`src/rtl/rxslot_pkg.sv`:
```
// Package: shared types and ring-index helpers for the slot allocator.
// Assumes every index passed in is already below the ring size n.
package rxslot_pkg;

    typedef enum logic [1:0] {
        SC_IDLE = 2'd0,
        SC_SCAN = 2'd1,
        SC_DONE = 2'd2
    } scrub_st_e;

    // Index a+b on a ring of n entries.
    function automatic int ring_add(input int a, input int b, input int n);
        return (a + b) % n;
    endfunction

    // Distance from base forward to i on a ring of n entries.
    function automatic int ring_off(input int i, input int base, input int n);
        return (i - base + n) % n;
    endfunction

endpackage

```
`src/rtl/rxslot_span.sv`:
```
// Module: converts a byte length to a slot count, rounding up.
// Flags a zero length and a count above SLOTS. When the count is above
// SLOTS, the cnt output is 0 and must not be used.
module rxslot_span #(
    parameter int SLOTS      = 32,
    parameter int SLOT_BYTES = 64,
    parameter int BYTES_W    = 16
) (
    input  logic [BYTES_W-1:0]          bytes,
    output logic [$clog2(SLOTS+1)-1:0]  cnt,
    output logic                        zero,
    output logic                        over
);
    localparam int CNT_W = $clog2(SLOTS + 1);
    localparam int SHIFT = $clog2(SLOT_BYTES);

    logic [BYTES_W:0] padded;
    logic [BYTES_W:0] total;

    // Round the byte count up to whole slots.
    always_comb begin
        padded = {1'b0, bytes} + (BYTES_W + 1)'(SLOT_BYTES - 1);
        total  = padded >> SHIFT;
        zero   = (total == '0);
        over   = (total > (BYTES_W + 1)'(SLOTS));
        cnt    = over ? '0 : CNT_W'(total);
    end

endmodule

```
`src/rtl/rxslot_tailscan.sv`:
```
// Module: counts the cleared slots that lie in a row starting at the tail.
// The count is capped at the number of slots in use. The tail may advance
// by that count. Assumes that slots outside the in-use window are always clear.
module rxslot_tailscan
    import rxslot_pkg::*;
#(
    parameter int SLOTS = 32
) (
    input  logic [SLOTS-1:0]            bits,
    input  logic [$clog2(SLOTS)-1:0]    tail,
    input  logic [$clog2(SLOTS+1)-1:0]  occ,
    output logic [$clog2(SLOTS+1)-1:0]  adv
);
    localparam int CNT_W = $clog2(SLOTS + 1);

    logic stop;

    // Walk forward from the tail until a held slot or the head is reached.
    always_comb begin
        adv  = '0;
        stop = 1'b0;
        for (int i = 0; i < SLOTS; i++) begin
            if (!stop && (i < int'(occ)) && !bits[ring_add(int'(tail), i, SLOTS)])
                adv = adv + CNT_W'(1);
            else
                stop = 1'b1;
        end
    end

endmodule

```
`src/rtl/rxslot_scrub.sv`:
```
// Module: background scrubber. While the buffer is full, it scans every
// occupancy bit once, one per cycle, starting at the tail captured when the
// scan begins, and holds the first run of cleared slots it met. The result is
// advisory: frees that land during a scan may or may not be seen.
module rxslot_scrub
    import rxslot_pkg::*;
#(
    parameter int SLOTS = 32
) (
    input  logic                        clk,
    input  logic                        rst_n,
    input  logic                        full,
    input  logic [SLOTS-1:0]            bits,
    input  logic [$clog2(SLOTS)-1:0]    tail,
    output logic                        done,
    output logic [$clog2(SLOTS)-1:0]    run_slot,
    output logic [$clog2(SLOTS+1)-1:0]  run_len
);
    localparam int IDX_W = $clog2(SLOTS);
    localparam int CNT_W = $clog2(SLOTS + 1);

    scrub_st_e          st;
    logic [CNT_W-1:0]   cnt;
    logic [IDX_W-1:0]   start;
    logic [IDX_W-1:0]   pos;
    logic               in_run;
    logic               closed;

    // Slot examined in this scan step.
    always_comb pos = IDX_W'(ring_add(int'(start), int'(cnt), SLOTS));

    // Scan state machine: idle until full, one slot per cycle, then hold.
    always_ff @(posedge clk) begin
        if (!rst_n || !full) begin
            st       <= SC_IDLE;
            cnt      <= '0;
            start    <= '0;
            in_run   <= 1'b0;
            closed   <= 1'b0;
            run_slot <= '0;
            run_len  <= '0;
        end else begin
            case (st)
                SC_IDLE: begin
                    st       <= SC_SCAN;
                    cnt      <= '0;
                    start    <= tail;
                    in_run   <= 1'b0;
                    closed   <= 1'b0;
                    run_slot <= tail;
                    run_len  <= '0;
                end
                SC_SCAN: begin
                    if (!closed) begin
                        if (!bits[pos]) begin
                            if (!in_run) begin
                                run_slot <= pos;
                                run_len  <= CNT_W'(1);
                                in_run   <= 1'b1;
                            end else begin
                                run_len  <= run_len + CNT_W'(1);
                            end
                        end else if (in_run) begin
                            closed <= 1'b1;
                        end
                    end
                    if (cnt == CNT_W'(SLOTS - 1)) st <= SC_DONE;
                    else                          cnt <= cnt + CNT_W'(1);
                end
                default: st <= SC_DONE;
            endcase
        end
    end

    assign done = (st == SC_DONE);

    // a result never outlives the full condition by more than one edge.
    p_scrub_clears_r10: assert property (@(posedge clk) disable iff (!rst_n)
        !full |=> !done);

    // the reported run never exceeds the ring.
    p_scrub_len_r10: assert property (@(posedge clk) disable iff (!rst_n)
        done |-> (run_len <= CNT_W'(SLOTS)));

endmodule

```
`src/rtl/rxslot_alloc.sv`:
```
// Module: top of the slot-bitmap receive buffer allocator.
// Keeps head, tail, an in-use count and one occupancy bit per slot.
// Allocations are judged on the current state. Frees are checked against the
// current bits. The tail reclaims cleared slots one cycle after they clear.
// Assumes at most one allocation and one free are presented per cycle.
module rxslot_alloc
    import rxslot_pkg::*;
#(
    parameter int SLOTS      = 32,
    parameter int SLOT_BYTES = 64,
    parameter int BYTES_W    = 16
) (
    input  logic                        clk,
    input  logic                        rst_n,
    input  logic                        alloc_req,
    input  logic [BYTES_W-1:0]          alloc_bytes,
    input  logic                        free_req,
    input  logic [$clog2(SLOTS)-1:0]    free_slot,
    input  logic [BYTES_W-1:0]          free_bytes,
    output logic                        alloc_ok,
    output logic                        alloc_nack,
    output logic [$clog2(SLOTS)-1:0]    alloc_slot,
    output logic                        alloc_multi,
    output logic                        free_err,
    output logic                        buf_full,
    output logic [$clog2(SLOTS+1)-1:0]  used_slots,
    output logic [$clog2(SLOTS)-1:0]    head_slot,
    output logic [$clog2(SLOTS)-1:0]    tail_slot,
    output logic                        scrub_done,
    output logic [$clog2(SLOTS)-1:0]    scrub_slot,
    output logic [$clog2(SLOTS+1)-1:0]  scrub_len
);
    localparam int IDX_W = $clog2(SLOTS);
    localparam int CNT_W = $clog2(SLOTS + 1);

    logic [SLOTS-1:0]   bits_q, bits_d;
    logic [IDX_W-1:0]   head_q, tail_q;
    logic [CNT_W-1:0]   occ_q;
    logic [CNT_W-1:0]   a_n, f_n, adv;
    logic               a_zero, a_over, f_zero, f_over;
    logic               alloc_go, free_bad, free_go, full;
    logic [CNT_W:0]     room_need;

    rxslot_span #(.SLOTS(SLOTS), .SLOT_BYTES(SLOT_BYTES), .BYTES_W(BYTES_W)) u_aspan (
        .bytes(alloc_bytes), .cnt(a_n), .zero(a_zero), .over(a_over));

    rxslot_span #(.SLOTS(SLOTS), .SLOT_BYTES(SLOT_BYTES), .BYTES_W(BYTES_W)) u_fspan (
        .bytes(free_bytes), .cnt(f_n), .zero(f_zero), .over(f_over));

    rxslot_tailscan #(.SLOTS(SLOTS)) u_tscan (
        .bits(bits_q), .tail(tail_q), .occ(occ_q), .adv(adv));

    rxslot_scrub #(.SLOTS(SLOTS)) u_scrub (
        .clk(clk), .rst_n(rst_n), .full(full), .bits(bits_q), .tail(tail_q),
        .done(scrub_done), .run_slot(scrub_slot), .run_len(scrub_len));

    // Full when the in-use window covers the whole ring.
    always_comb full = (occ_q == CNT_W'(SLOTS));

    // Decide both requests on the current state and build the next bit vector.
    always_comb begin
        room_need = {1'b0, occ_q} + {1'b0, a_n};
        alloc_go  = alloc_req && !a_zero && !a_over && !full &&
                    (room_need <= (CNT_W + 1)'(SLOTS));
        free_bad  = f_zero || f_over || (int'(free_slot) >= SLOTS);
        for (int i = 0; i < SLOTS; i++) begin
            if ((ring_off(i, int'(free_slot), SLOTS) < int'(f_n)) && !bits_q[i])
                free_bad = 1'b1;
        end
        free_go = free_req && !free_bad;
        bits_d  = bits_q;
        for (int i = 0; i < SLOTS; i++) begin
            if (free_go && (ring_off(i, int'(free_slot), SLOTS) < int'(f_n)))
                bits_d[i] = 1'b0;
            if (alloc_go && (ring_off(i, int'(head_q), SLOTS) < int'(a_n)))
                bits_d[i] = 1'b1;
        end
    end

    // State and response registers.
    always_ff @(posedge clk) begin
        if (!rst_n) begin
            bits_q      <= '0;
            head_q      <= '0;
            tail_q      <= '0;
            occ_q       <= '0;
            alloc_ok    <= 1'b0;
            alloc_nack  <= 1'b0;
            alloc_slot  <= '0;
            alloc_multi <= 1'b0;
            free_err    <= 1'b0;
        end else begin
            bits_q      <= bits_d;
            tail_q      <= IDX_W'(ring_add(int'(tail_q), int'(adv), SLOTS));
            occ_q       <= occ_q + (alloc_go ? a_n : '0) - adv;
            alloc_ok    <= alloc_go;
            alloc_nack  <= alloc_req && !alloc_go;
            alloc_multi <= alloc_go && (a_n > CNT_W'(1));
            free_err    <= free_req && free_bad;
            if (alloc_go) begin
                head_q     <= IDX_W'(ring_add(int'(head_q), int'(a_n), SLOTS));
                alloc_slot <= head_q;
            end
        end
    end

    assign buf_full   = full;
    assign used_slots = occ_q;
    assign head_slot  = head_q;
    assign tail_slot  = tail_q;

    // a request seen while full is always rejected.
    p_nack_when_full_r3: assert property (@(posedge clk) disable iff (!rst_n)
        (full && alloc_req) |=> alloc_nack);

    // accept and reject never answer the same request.
    p_ok_nack_excl_r2: assert property (@(posedge clk) disable iff (!rst_n)
        !(alloc_ok && alloc_nack));

    // a reassembly request only comes with an accepted allocation.
    p_multi_needs_ok_r4: assert property (@(posedge clk) disable iff (!rst_n)
        alloc_multi |-> alloc_ok);

    // the tail never passes a slot that is still allocated.
    p_tail_stops_r6: assert property (@(posedge clk) disable iff (!rst_n)
        (occ_q != '0 && bits_q[tail_q]) |=> (tail_q == $past(tail_q)));

    // the in-use count never exceeds the ring.
    p_used_bound_r8: assert property (@(posedge clk) disable iff (!rst_n)
        used_slots <= CNT_W'(SLOTS));

    // the reset state is empty and quiet.
    p_reset_empty_r1: assert property (@(posedge clk)
        !rst_n |=> (occ_q == '0 && !alloc_ok && !free_err));

endmodule

```
`config.mk`:
```
export PLATFORM = sky130hd
export DESIGN_NAME = rxslot_alloc
export DESIGN_NICKNAME = d
export VERILOG_FILES = /design/src/rtl/rxslot_pkg.sv /design/src/rtl/rxslot_span.sv /design/src/rtl/rxslot_tailscan.sv /design/src/rtl/rxslot_scrub.sv /design/src/rtl/rxslot_alloc.sv
export SDC_FILE = /design/constraint.sdc
export NUM_CORES = 1
export LEC_CHECK = 0
export ABC_CLOCK_PERIOD_IN_PS = 42400
export CAP_MARGIN = 10
export CORE_MARGIN = 2
export CORE_UTILIZATION = 60
export CTS_CLUSTER_SIZE = 40
export DETAILED_ROUTE_END_ITERATION = 12
export DONT_BUFFER_PORTS = 1
export PLACE_DENSITY = 0.84
export SYNTH_ARGS = -nofsm -noshare
export SYNTH_HDL_FRONTEND = slang
export SYNTH_SLANG_ARGS = --single-unit
export TNS_END_PERCENT = 30
```
`constraint.sdc`:
```
create_clock -name clk -period 42.4 [get_ports clk]
set_input_delay 10.6 -clock clk [delete_from_list [all_inputs] [get_ports clk]]
set_output_delay 10.6 -clock clk [all_outputs]
set_load 0.05 [all_outputs]
```
==> flow_summary.json <==
{
  "synthArstFlopShare_pct": 0,
  "die-area_mm2": 0.0300,
  "cts_resized": 0,
  "status": "complete, no violations",
  "worst_pin_slew_ps": 1160,
  "antenna_found_initial": 0,
  "slew_headroom_pct": 22.9,
  "hold_path_class": "reg2reg",
  "min_period_ps": 27300,
  "synth_compound_area_share_pct": 20.8,
  "io_buffer_count": 0,
  "syn-instance-count": 2131,
  "critPathTopFamily": "adder cells",
  "synth_nets": 2396,
  "crit_required_ps": 42660,
  "die_width_um": 173,
  "path_clk_slew_ps": 70,
  "max_stage_delay_ps": 760,
  "dp.cells": 2442,
  "clk_latency_ps": 360,
  "cts_tree": "yes",
  "syn-cell-area_mm2": 0.0172,
  "grt_pass1_wl_mm": 81.8,
  "ys_top_cells_by_area": "ha_1, dfxtp_1, mux4_2, xnor2_1, a21oi_1",
  "crit_path_start_kind": "flop",
  "finalHoldViolCount": 0,
  "synth_top_family_by_area": "compound AO/OA/AOI/OAI gates",
  "arrival_ps": 27560,
  "cts_buffer_depth": 2,
  "fmax_ghz": 0.0366,
  "maxCapViolations": 0,
  "synth_top_area_share_pct": 15.7,
  "ios": 79,
  "synthMuxAreaShare_pct": 16.8,
  "grt-ovfl-total": 0,
  "cts_made_buffers": 9,
  "gp_congestion": 0.961,
  "fin_worst_skew_ps": 8.68,
  "ys_warn_count": 0,
  "clock-sinks": 83,
  "final_util_pct": 63.2,
  "cts_max_level": 3,
  "worst_slack_ps": 15100,
  "post_cts_buffers": 0,
  "synth-xor-area-share_pct": 11.5,
  "core_area_mm2": 0.0280,
  "hold_buffers": 0,
  "grt_max_degree": 60,
  "syn_to_final_growth_pct": 3.09,
  "detailedPlace.worstSlack_ps": 15360,
  "drv_slew": 0,
  "route.detailed.drc": 0,
  "dp_hpwl_mm": 39.0,
  "yosys.area.top_type": "ha_1",
  "final_nets": 2340,
  "slowest_stage": "ha_1",
  "synth_cell_types": 99,
  "stdcell_count": 2458,
  "crit_type": "reg2reg",
  "critPathMaxFanout": 54,
  "ys_seq_area_share_pct": 9.67,
  "synth_fa_ha_area_share_pct": 16.7,
  "synth-simple-area-share_pct": 19.0,
  "viasPerCell": 6.66,
  "wire_per_inst_um": 20.2,
  "drive_above_1_share_pct": 10.6,
  "grt_usage_pct": 32.8,
  "die_height_um": 173,
  "antenna_cells": 0,
  "grt_pass1_vias": 15900,
  "vias": 16400,
  "row_count": 61,
  "first_pass_iters": 6,
  "end_kind": "flop",
  "synth-edff-count": 0,
  "drt-total-wl_mm": 49.7,
  "synthesis.area_per_instance_um2": 8.06,
  "ys_ff_latch": 83,
  "initial_core_util_pct": 61.3,
  "crit_buf_inv": 4,
  "finalSetupViolations": 0,
  "fin_crit_sh_pct": 64.4,
  "cp_common_cell": "ha_1",
  "ant_nets": 0,
  "rsz0062_at_grt": "no",
  "synthFlopType": "dfxtp_1",
  "tns_ps": 0,
  "cts_root_buf": "clkbuf_16",
  "drtIter0Drc": 1375
}
## metal layers
metal,wire (µm),track usage [%],vias to the layer above
met2,24000,56.8,716
met5,0,0,-
li1,-,-,7686
met1,20000,40.9,7790
met4,2270,14.3,0
met3,3420,4.23,175
## synth_stat cells (23+ instances only)
cell type / number
a21boi_0: 41
a21o_1: 72
a21oi_1: 151
and2_1: 26
clkbuf_1: 54
dfxtp_1: 83
ha_1: 215
inv_1: 133
mux2_2: 47
mux2i_1: 62
mux4_2: 67
nand2_1: 173
nand3_1: 51
nor2_1: 174
nor3_1: 36
o21ai_0: 118
o22ai_1: 23
or3_1: 26
xnor2_1: 133
xor2_1: 55
## cell type report
type / count / area (µm²)
fill: 2409 / 10300
clock buffer: 9 / 225
clock inverter: 7 / 77.6
tap: 378 / 473
inverter: 138 / 518
multi-input combinational: 1821 / 14600
sequential: 83 / 1670
timing repair buffer: 22 / 169
## layout by cell type, fill, tap and decap left out, types with 62 or more instances in the layout
| master | count |
|---|---|
| nand2_1 | 173 |
| mux2i_1 | 62 |
| dfxtp_1 | 78 |
| a21oi_1 | 151 |
| xnor2_1 | 133 |
| a21o_1 | 72 |
| inv_1 | 133 |
| ha_1 | 215 |
| nor2_1 | 174 |
| mux4_2 | 67 |
| o21ai_0 | 118 |
## worst paths after layout
kind / start / endpoint / slack [ps] / cells past startpoint
setup / recovery: tail_slot[1]$_SDFF_PN0_ / used_slots[5]$_SDFF_PN0_ / 15100 / 118
hold / removal: u_scrub.start[2]$_SDFFE_PP0P_ / u_scrub.start[2]$_SDFFE_PP0P_ / 480 / 2
setup reg to reg: tail_slot[1]$_SDFF_PN0_ / used_slots[5]$_SDFF_PN0_ / 15100 / 118
hold reg to reg: u_scrub.start[2]$_SDFFE_PP0P_ / u_scrub.start[2]$_SDFFE_PP0P_ / 480 / 2
## metrics by stage
stage               area [µm²]  hold WS, ps
finish                   17700          479
global route             17700          498
CTS                      17700          481
detailed placement       17400          463
global placement         17400          443
floorplan                17200          431
## worst min-delay path: cells and delay by family, from the launching register on
family | cells | cell delay [ps]
AOI/OAI and AO/OA | 1 | 50
DFF | 1 | 320
and+or+nand+nor | 1 | 60
## state kept, by name, indices dropped and copies added, names as in the netlist
signal            count
head_slot             5
used_slots            6
bits_q               32
u_scrub.cnt           6
alloc_multi           1
alloc_ok              1
alloc_slot            5
u_scrub.start         5
u_scrub.closed        1
free_err              1
u_scrub.st            2
tail_slot             5
u_scrub.in_run        1
alloc_nack            1
u_scrub.run_len       6
u_scrub.run_slot      5
## cell families after synthesis
group                    count (synthesis)
XOR/XNOR                               205
adder cells (fa/ha/maj)                224
multiplexers                           185
AND/OR/NAND/NOR                        660
AO/OA/AOI/OAI                          547
flip-flops                              83
buffers and inverters                  227
Power is not shown: default switching activity piles up to over one toggle a cycle in this logic, so the estimate is an artifact.
